### src/rtl/nand_strobe_pkg.sv
package nand_strobe_pkg;

  localparam int CFG_W         = 32;
  localparam int TFIELD_W      = 8;
  localparam int CTRL_WAIT_BIT = 1;
  localparam int CTRL_EN_BIT   = 2;
  localparam int CTRL_WIDE_BIT = 4;

  typedef enum logic [2:0] {
    PH_IDLE, PH_SETUP, PH_STROBE, PH_HOLD, PH_DONE, PH_HIZ
  } phase_e;

  typedef enum logic [1:0] {
    CYC_DATA, CYC_CMD, CYC_ADDR
  } cyc_e;

  // packed MSB first: turnaround [31:24] .. setup [7:0]
  typedef struct packed {
    logic [TFIELD_W-1:0] hiz;
    logic [TFIELD_W-1:0] hold;
    logic [TFIELD_W-1:0] strobe;
    logic [TFIELD_W-1:0] setup;
  } timing_t;

  typedef struct packed {
    logic wait_en;
    logic bank_en;
    logic wide;
  } ctrl_t;

  localparam timing_t TIMING_RST = '{hiz: 8'd1, hold: 8'd4, strobe: 8'd6, setup: 8'd0};

endpackage

### src/rtl/nand_cfg_regs.sv
module nand_cfg_regs
  import nand_strobe_pkg::*;
(
  input  logic             clk_i,
  input  logic             rst_ni,
  input  logic             cfg_we_i,
  input  logic             cfg_sel_i,
  input  logic [CFG_W-1:0] cfg_wdata_i,
  output ctrl_t            ctrl_o,
  output timing_t          timing_o
);

  ctrl_t   ctrl_q;
  timing_t timing_q;

  always_ff @(posedge clk_i or negedge rst_ni) begin
    if (!rst_ni) begin
      ctrl_q   <= '0;
      timing_q <= TIMING_RST;
    end else if (cfg_we_i) begin
      if (cfg_sel_i) begin
        timing_q <= timing_t'(cfg_wdata_i);
      end else begin
        ctrl_q.wait_en <= cfg_wdata_i[CTRL_WAIT_BIT];
        ctrl_q.bank_en <= cfg_wdata_i[CTRL_EN_BIT];
        ctrl_q.wide    <= cfg_wdata_i[CTRL_WIDE_BIT];
      end
    end
  end

  assign ctrl_o   = ctrl_q;
  assign timing_o = timing_q;

endmodule

### src/rtl/nand_cycle_decode.sv
module nand_cycle_decode
  import nand_strobe_pkg::*;
#(
  parameter int AW      = 18,
  parameter int CLE_BIT = 16,
  parameter int ALE_BIT = 17
) (
  input  logic [AW-1:0] addr_i,
  output cyc_e          cyc_o
);

  logic unused_addr;
  assign unused_addr = ^addr_i;

  // command select wins over address select
  always_comb begin
    if (addr_i[CLE_BIT])      cyc_o = CYC_CMD;
    else if (addr_i[ALE_BIT]) cyc_o = CYC_ADDR;
    else                      cyc_o = CYC_DATA;
  end

endmodule

### src/rtl/nand_phase_seq.sv
module nand_phase_seq
  import nand_strobe_pkg::*;
(
  input  logic    clk_i,
  input  logic    rst_ni,
  input  logic    req_i,
  input  logic    rb_ok_i,
  input  timing_t timing_i,
  output phase_e  phase_o,
  output logic    accept_o,
  output logic    strobe_end_o
);

  phase_e              phase_q, phase_d;
  logic [TFIELD_W-1:0] cnt_q, cnt_d;
  logic                cnt_zero;

  assign cnt_zero     = (cnt_q == '0);
  assign accept_o     = (phase_q == PH_IDLE) && req_i && rb_ok_i;
  assign strobe_end_o = (phase_q == PH_STROBE) && cnt_zero;

  always_comb begin
    phase_d = phase_q;
    cnt_d   = cnt_q;
    unique case (phase_q)
      PH_IDLE: if (accept_o) begin
        if (timing_i.setup != '0) begin
          phase_d = PH_SETUP;
          cnt_d   = timing_i.setup - 1'b1;
        end else begin
          phase_d = PH_STROBE;
          cnt_d   = timing_i.strobe;
        end
      end
      PH_SETUP: if (cnt_zero) begin
        phase_d = PH_STROBE;
        cnt_d   = timing_i.strobe;
      end else cnt_d = cnt_q - 1'b1;
      PH_STROBE: if (cnt_zero) begin
        if (timing_i.hold != '0) begin
          phase_d = PH_HOLD;
          cnt_d   = timing_i.hold - 1'b1;
        end else phase_d = PH_DONE;
      end else cnt_d = cnt_q - 1'b1;
      PH_HOLD: if (cnt_zero) phase_d = PH_DONE;
               else cnt_d = cnt_q - 1'b1;
      PH_DONE: if (timing_i.hiz != '0) begin
        phase_d = PH_HIZ;
        cnt_d   = timing_i.hiz - 1'b1;
      end else phase_d = PH_IDLE;
      PH_HIZ: if (cnt_zero) phase_d = PH_IDLE;
              else cnt_d = cnt_q - 1'b1;
      default: phase_d = PH_IDLE;
    endcase
  end

  always_ff @(posedge clk_i or negedge rst_ni) begin
    if (!rst_ni) begin
      phase_q <= PH_IDLE;
      cnt_q   <= '0;
    end else begin
      phase_q <= phase_d;
      cnt_q   <= cnt_d;
    end
  end

  assign phase_o = phase_q;

  // busy device holds off a pending access
  assert_hold_off_R10: assert property (@(posedge clk_i) disable iff (!rst_ni)
    (phase_q == PH_IDLE && !rb_ok_i) |=> (phase_q == PH_IDLE));

  // turnaround is never cut short by a request
  assert_turnaround_R7: assert property (@(posedge clk_i) disable iff (!rst_ni)
    (phase_q == PH_HIZ && !cnt_zero) |=> (phase_q == PH_HIZ));

endmodule

### src/rtl/nand_strobe_if.sv
module nand_strobe_if
  import nand_strobe_pkg::*;
#(
  parameter int AW      = 18,
  parameter int DW      = 16,
  parameter int CLE_BIT = 16,
  parameter int ALE_BIT = 17
) (
  input  logic             clk_i,
  input  logic             rst_ni,
  input  logic [AW-1:0]    bus_addr_i,
  input  logic             bus_wr_i,
  input  logic             bus_rd_i,
  input  logic [DW-1:0]    bus_wdata_i,
  output logic [DW-1:0]    bus_rdata_o,
  output logic             bus_ready_o,
  input  logic             cfg_we_i,
  input  logic             cfg_sel_i,
  input  logic [CFG_W-1:0] cfg_wdata_i,
  output logic             nand_ce_no,
  output logic             nand_cle_o,
  output logic             nand_ale_o,
  output logic             nand_we_no,
  output logic             nand_re_no,
  output logic [DW-1:0]    nand_dq_o,
  output logic             nand_dq_oe_o,
  input  logic [DW-1:0]    nand_dq_i,
  input  logic             nand_rb_i
);

  localparam int HW = DW / 2;

  ctrl_t   ctrl;
  timing_t timing;
  cyc_e    cyc_dec, cyc_q;
  phase_e  phase;
  logic    accept, strobe_end, busy, rb_ok;
  logic    wr_q;
  logic [DW-1:0] wdata_q, rdata_q, wdata_fit, rdata_fit;

  nand_cfg_regs i_cfg (
    .clk_i       (clk_i),
    .rst_ni      (rst_ni),
    .cfg_we_i    (cfg_we_i),
    .cfg_sel_i   (cfg_sel_i),
    .cfg_wdata_i (cfg_wdata_i),
    .ctrl_o      (ctrl),
    .timing_o    (timing)
  );

  nand_cycle_decode #(.AW(AW), .CLE_BIT(CLE_BIT), .ALE_BIT(ALE_BIT)) i_dec (
    .addr_i (bus_addr_i),
    .cyc_o  (cyc_dec)
  );

  assign rb_ok = !(ctrl.wait_en && !nand_rb_i);

  nand_phase_seq i_seq (
    .clk_i        (clk_i),
    .rst_ni       (rst_ni),
    .req_i        (bus_wr_i || bus_rd_i),
    .rb_ok_i      (rb_ok),
    .timing_i     (timing),
    .phase_o      (phase),
    .accept_o     (accept),
    .strobe_end_o (strobe_end)
  );

  assign wdata_fit = ctrl.wide ? bus_wdata_i : {{(DW-HW){1'b0}}, bus_wdata_i[HW-1:0]};
  assign rdata_fit = ctrl.wide ? nand_dq_i   : {{(DW-HW){1'b0}}, nand_dq_i[HW-1:0]};

  always_ff @(posedge clk_i or negedge rst_ni) begin
    if (!rst_ni) begin
      cyc_q   <= CYC_DATA;
      wr_q    <= 1'b0;
      wdata_q <= '0;
      rdata_q <= '0;
    end else begin
      if (accept) begin
        cyc_q   <= cyc_dec;
        wr_q    <= bus_wr_i;
        wdata_q <= wdata_fit;
      end
      if (strobe_end && !wr_q) rdata_q <= rdata_fit;
    end
  end

  assign busy         = (phase == PH_SETUP) || (phase == PH_STROBE) || (phase == PH_HOLD);
  assign nand_ce_no   = !ctrl.bank_en;
  assign nand_cle_o   = busy && (cyc_q == CYC_CMD);
  assign nand_ale_o   = busy && (cyc_q == CYC_ADDR);
  assign nand_we_no   = !((phase == PH_STROBE) && wr_q);
  assign nand_re_no   = !((phase == PH_STROBE) && !wr_q);
  assign nand_dq_oe_o = busy && wr_q;
  assign nand_dq_o    = wdata_q;
  assign bus_ready_o  = (phase == PH_DONE);
  assign bus_rdata_o  = rdata_q;

  assert_strobes_excl_R3: assert property (@(posedge clk_i) disable iff (!rst_ni)
    !(!nand_we_no && !nand_re_no));

  assert_latch_excl_R2: assert property (@(posedge clk_i) disable iff (!rst_ni)
    !(nand_cle_o && nand_ale_o));

  assert_latch_stable_R2: assert property (@(posedge clk_i) disable iff (!rst_ni)
    (busy && $past(busy)) |-> ($stable(nand_cle_o) && $stable(nand_ale_o)));

  assert_drive_on_write_R5: assert property (@(posedge clk_i) disable iff (!rst_ni)
    nand_dq_oe_o |-> nand_re_no);

  assert_ready_pulse_R6: assert property (@(posedge clk_i) disable iff (!rst_ni)
    bus_ready_o |=> !bus_ready_o);

  assert_ready_after_strobe_R6: assert property (@(posedge clk_i) disable iff (!rst_ni)
    $rose(bus_ready_o) |-> (nand_we_no && nand_re_no && !nand_dq_oe_o));

endmodule

### config.mk
export PLATFORM = sky130hd
export DESIGN_NAME = nand_strobe_if
export DESIGN_NICKNAME = d
export VERILOG_FILES = /design/src/rtl/nand_strobe_pkg.sv /design/src/rtl/nand_cfg_regs.sv /design/src/rtl/nand_cycle_decode.sv /design/src/rtl/nand_phase_seq.sv /design/src/rtl/nand_strobe_if.sv
export SDC_FILE = /design/constraint.sdc
export NUM_CORES = 1
export LEC_CHECK = 0
export ABC_CLOCK_PERIOD_IN_PS = 6700
export BUFFER_PORTS_ARGS = -buffer_cell sky130_fd_sc_hd__buf_4
export CAP_MARGIN = 5
export CORE_ASPECT_RATIO = 0.9
export CORE_MARGIN = 4
export CORE_UTILIZATION = 53
export DETAILED_ROUTE_END_ITERATION = 10
export PLACE_DENSITY = 0.79
export SYNTH_ARGS = -nofsm -noshare
export SYNTH_HDL_FRONTEND = slang
export SYNTH_SLANG_ARGS = --single-unit
### constraint.sdc
create_clock -name clk_i -period 6.7 [get_ports clk_i]
set_input_delay 1.005 -clock clk_i [delete_from_list [all_inputs] [get_ports clk_i]]
set_output_delay 1.005 -clock clk_i [all_outputs]
set_load 0.02 [all_outputs]
==> results.cfg <==
[worst_setup_path]
start_kind = flip-flop
crit_path_start = i_seq.phase_o[0]
crit_fanout = 20
critPathKind = reg2out
r2r_cells = 5
arrival_ns = 1.95
worstPathRequired_ns = 5.69
crit_path_top_delay_cell = dfrtp_1
regToRegSetupSlack_ns = 3.87
cp_slowest_stage_delay_ns = 0.63
crit_chain = nor2_1, nand2_1, inv_1, buf_4
setup.worst_path.end_class = output port
rr_startpoint = i_seq.cnt_q[3]

[hold_path]
hold_start = bus_rdata_o[15]
hold_depth = 2
hp-class = reg2reg

[cells_and_area]
synthToLayoutAreaGrowth_pct = 26.60
seq_area_um2 = 2032
layout-drive-gt1-share = 0.3723
nets = 604
fin_area_um2 = 5318
diodes = 0
layoutNonFillerInstCount = 609
final_common_cell = buf_4
multi_input_area_um2 = 1992
n_fill_cell = 589
layout_common_cells = 113 x buf_4, 77 x dfrtp_1, 53 x mux2_2, 32 x nand2_1

[placed_design]
place_area_um2 = 5075
gp_congestion = 0.9078
io_buffers = 111
hpwl_um = 7587
place_inst = 593

[detailed_routing]
wire_per_inst_um = 16.85
drt_pre_antenna_iters = 5
drt-total-wl_um = 10260
num_vias = 3415
drc = 0
drtIter0Drc = 220
via_per_inst = 5.608
ant_nets = 0

[clocking]
clock-sinks = 81
cts-buffers-inserted = 9
ctsLongestPathBuffers = 2
post_cts_buffers = 0
ctsHoldBuffers = 0
cts_tree = built
clk-insertion-delay-late_ns = 0.36
cts_root_buffer = clkbuf_8
cts_resized = 0
clk_pin_slew_ns = 0.08
cts.htree.levels = 3

[pwr]
share_seq_of_total_power = 0.416
p_switching_uw = 604.8
p_sw_frac = 0.3457
power_frac_clock = 0.248
vdd_drop_max_mv = 0.2398
p_leak_uw = 0.002395
combinationalPowerShare = 0.336
intPower_uw = 1145
power_density_nw_per_um2 = 329.0

[die]
start_util = 0.5512
rows = 30
die_area_um2 = 9416
io-pin-count = 128
core_um2 = 7620
die_h_um = 92.46
die_x_um = 101.8

[sta]
max_freq_ghz = 0.3384
skew_ns = 0.008732
report.final.slew_viol_count = 0
setup_violations = 0
rsz0062_at_grt = false
fin_tns_setup_ns = 0
finalCriticalPeriod_ns = 2.955
slew_headroom = 0.3240
tightest_slew_ns = 1.014
finalHoldViolations = 0
post-route-period-util = 0.4410

[synthesis]
synth-seq-cells = 81
yosysWarnings = 0
synth_edf_count = 0
ys.flop_type = dfrtp_1
ys_seq_area_frac = 0.4838
syn_inst = 406
async_flop_share = 1.000
syn_area_um2 = 4200
synthesis.nets = 502
ys_types = 53
synth_area_per_cell_um2 = 10.35

[grt]
grt_overflow = 0
grt.total_usage = 0.2242
grt_pass1_vias = 3399
grt_max_degree = 82
grt_pass1_wl_um = 16520
antenna_found_initial = 0

[status]
status = finished clean

[job]
max-cap-violations = 0
[critical path, delay by kind of cell (launching register included)]
kind,cells,cell delay (ns)
buf+inv,2,0.31
flops,1,0.63
simple gates,2,0.65
[synthesized netlist by cell type (2+ instances only)]
cell	instances	area share
dfrtp_1	77	0.46
mux2_2	53	0.14
nand2_1	32	0.029
nor2_1	31	0.028
o21ai_0	31	0.037
inv_1	22	0.020
clkbuf_1	14	0.013
nand3_1	12	0.014
nor3_1	11	0.013
a21oi_1	10	0.012
xnor2_1	9	0.019
o22ai_1	8	0.012
ha_1	7	0.021
xor2_1	7	0.015
a211oi_1	6	0.011
nor4_1	6	0.0089
nand2b_1	5	0.0074
or3_1	5	0.0074
a22oi_1	4	0.0071
buf_1	4	0.0036
dfstp_2	4	0.025
buf_2	3	0.0036
nand3b_1	3	0.0054
nor3b_1	3	0.0054
or4_1	3	0.0054
a22o_1	2	0.0042
a2bb2oi_1	2	0.0042
a31oi_1	2	0.0030
and2_0	2	0.0030
nor2b_1	2	0.0030
nor4b_1	2	0.0042
o31ai_1	2	0.0036
o32ai_1	2	0.0042
[power by group through the flow]
| stage | sequential, µW | combinational [µW] | clock (µW) |
|---|---|---|---|
| floorplan | 748 | 347 | 0 |
| global placement | 727 | 571 | 0 |
| detailed placement | 734 | 586 | 0 |
| CTS | 725 | 590 | 442 |
| global route | 745 | 643 | 468 |
| finish | 727 | 589 | 434 |
[area by class of cell]
class                   count  share of cell area
multi-input cells         281              0.3746
inverters                  22             0.01553
repair buffers            113              0.1595
clock buffers              10             0.02400
flip-flops and latches     81              0.3821
clock inverters             6             0.02165
well taps                  96             0.02259
[cells by family (layout without fill, tap and decap cells)]
kind of cell,Yosys count,in the layout,share of synthesized area
AND/OR/NAND/NOR,122,122,0.1433
flip-flops,81,81,0.4838
buffers and inverters,44,151,0.04200
multiplexers,54,54,0.1445
adder cells (fa/ha/maj),7,7,0.02085
AO/OA/AOI/OAI,82,82,0.1323
XOR/XNOR,16,16,0.03336
[state kept, by name (all words and copies together), names as in the netlist]
signal          count
bus_rdata_o        16
i_cfg.ctrl_o        3
cyc_q               2
wr_q                1
i_seq.cnt_q         8
i_cfg.timing_o     32
i_seq.phase_o       3
nand_dq_o          16
[final timing paths]
path                                      end
max                               bus_ready_o
min in group asynchronous  i_cfg.timing_o[30]
min reg2reg                   bus_rdata_o[15]
min                           bus_rdata_o[15]
max in group asynchronous      i_seq.cnt_q[6]
max reg2reg                    i_seq.cnt_q[7]
[layer usage]
| metal | routed length [µm] | global-route usage | vias to the layer above |
|---|---|---|---|
| met1 | 4497 | 0.3084 | 1637 |
| li1 | - | - | 1649 |
| met5 | 0 | 0 | - |
| met3 | 678 | 0.07907 | 19 |
| met4 | 187 | 0.05574 | 0 |
| met2 | 4898 | 0.3399 | 110 |
[per-stage QoR]
stage	power, µW	worst slack (ns)	hold slack (ns)	utilization
2_1_floorplan	1095	4.131	0.4727	-
4_1_cts	1756	3.749	0.4914	0.6979
5_1_grt	1856	3.566	0.5213	0.6979
6_report	1749	3.745	0.4876	0.6979
3_5_place_dp	1320	3.904	0.4725	0.6660
3_3_place_gp	1298	3.950	0.4636	0.6660
(Power assumes the default switching activity.)
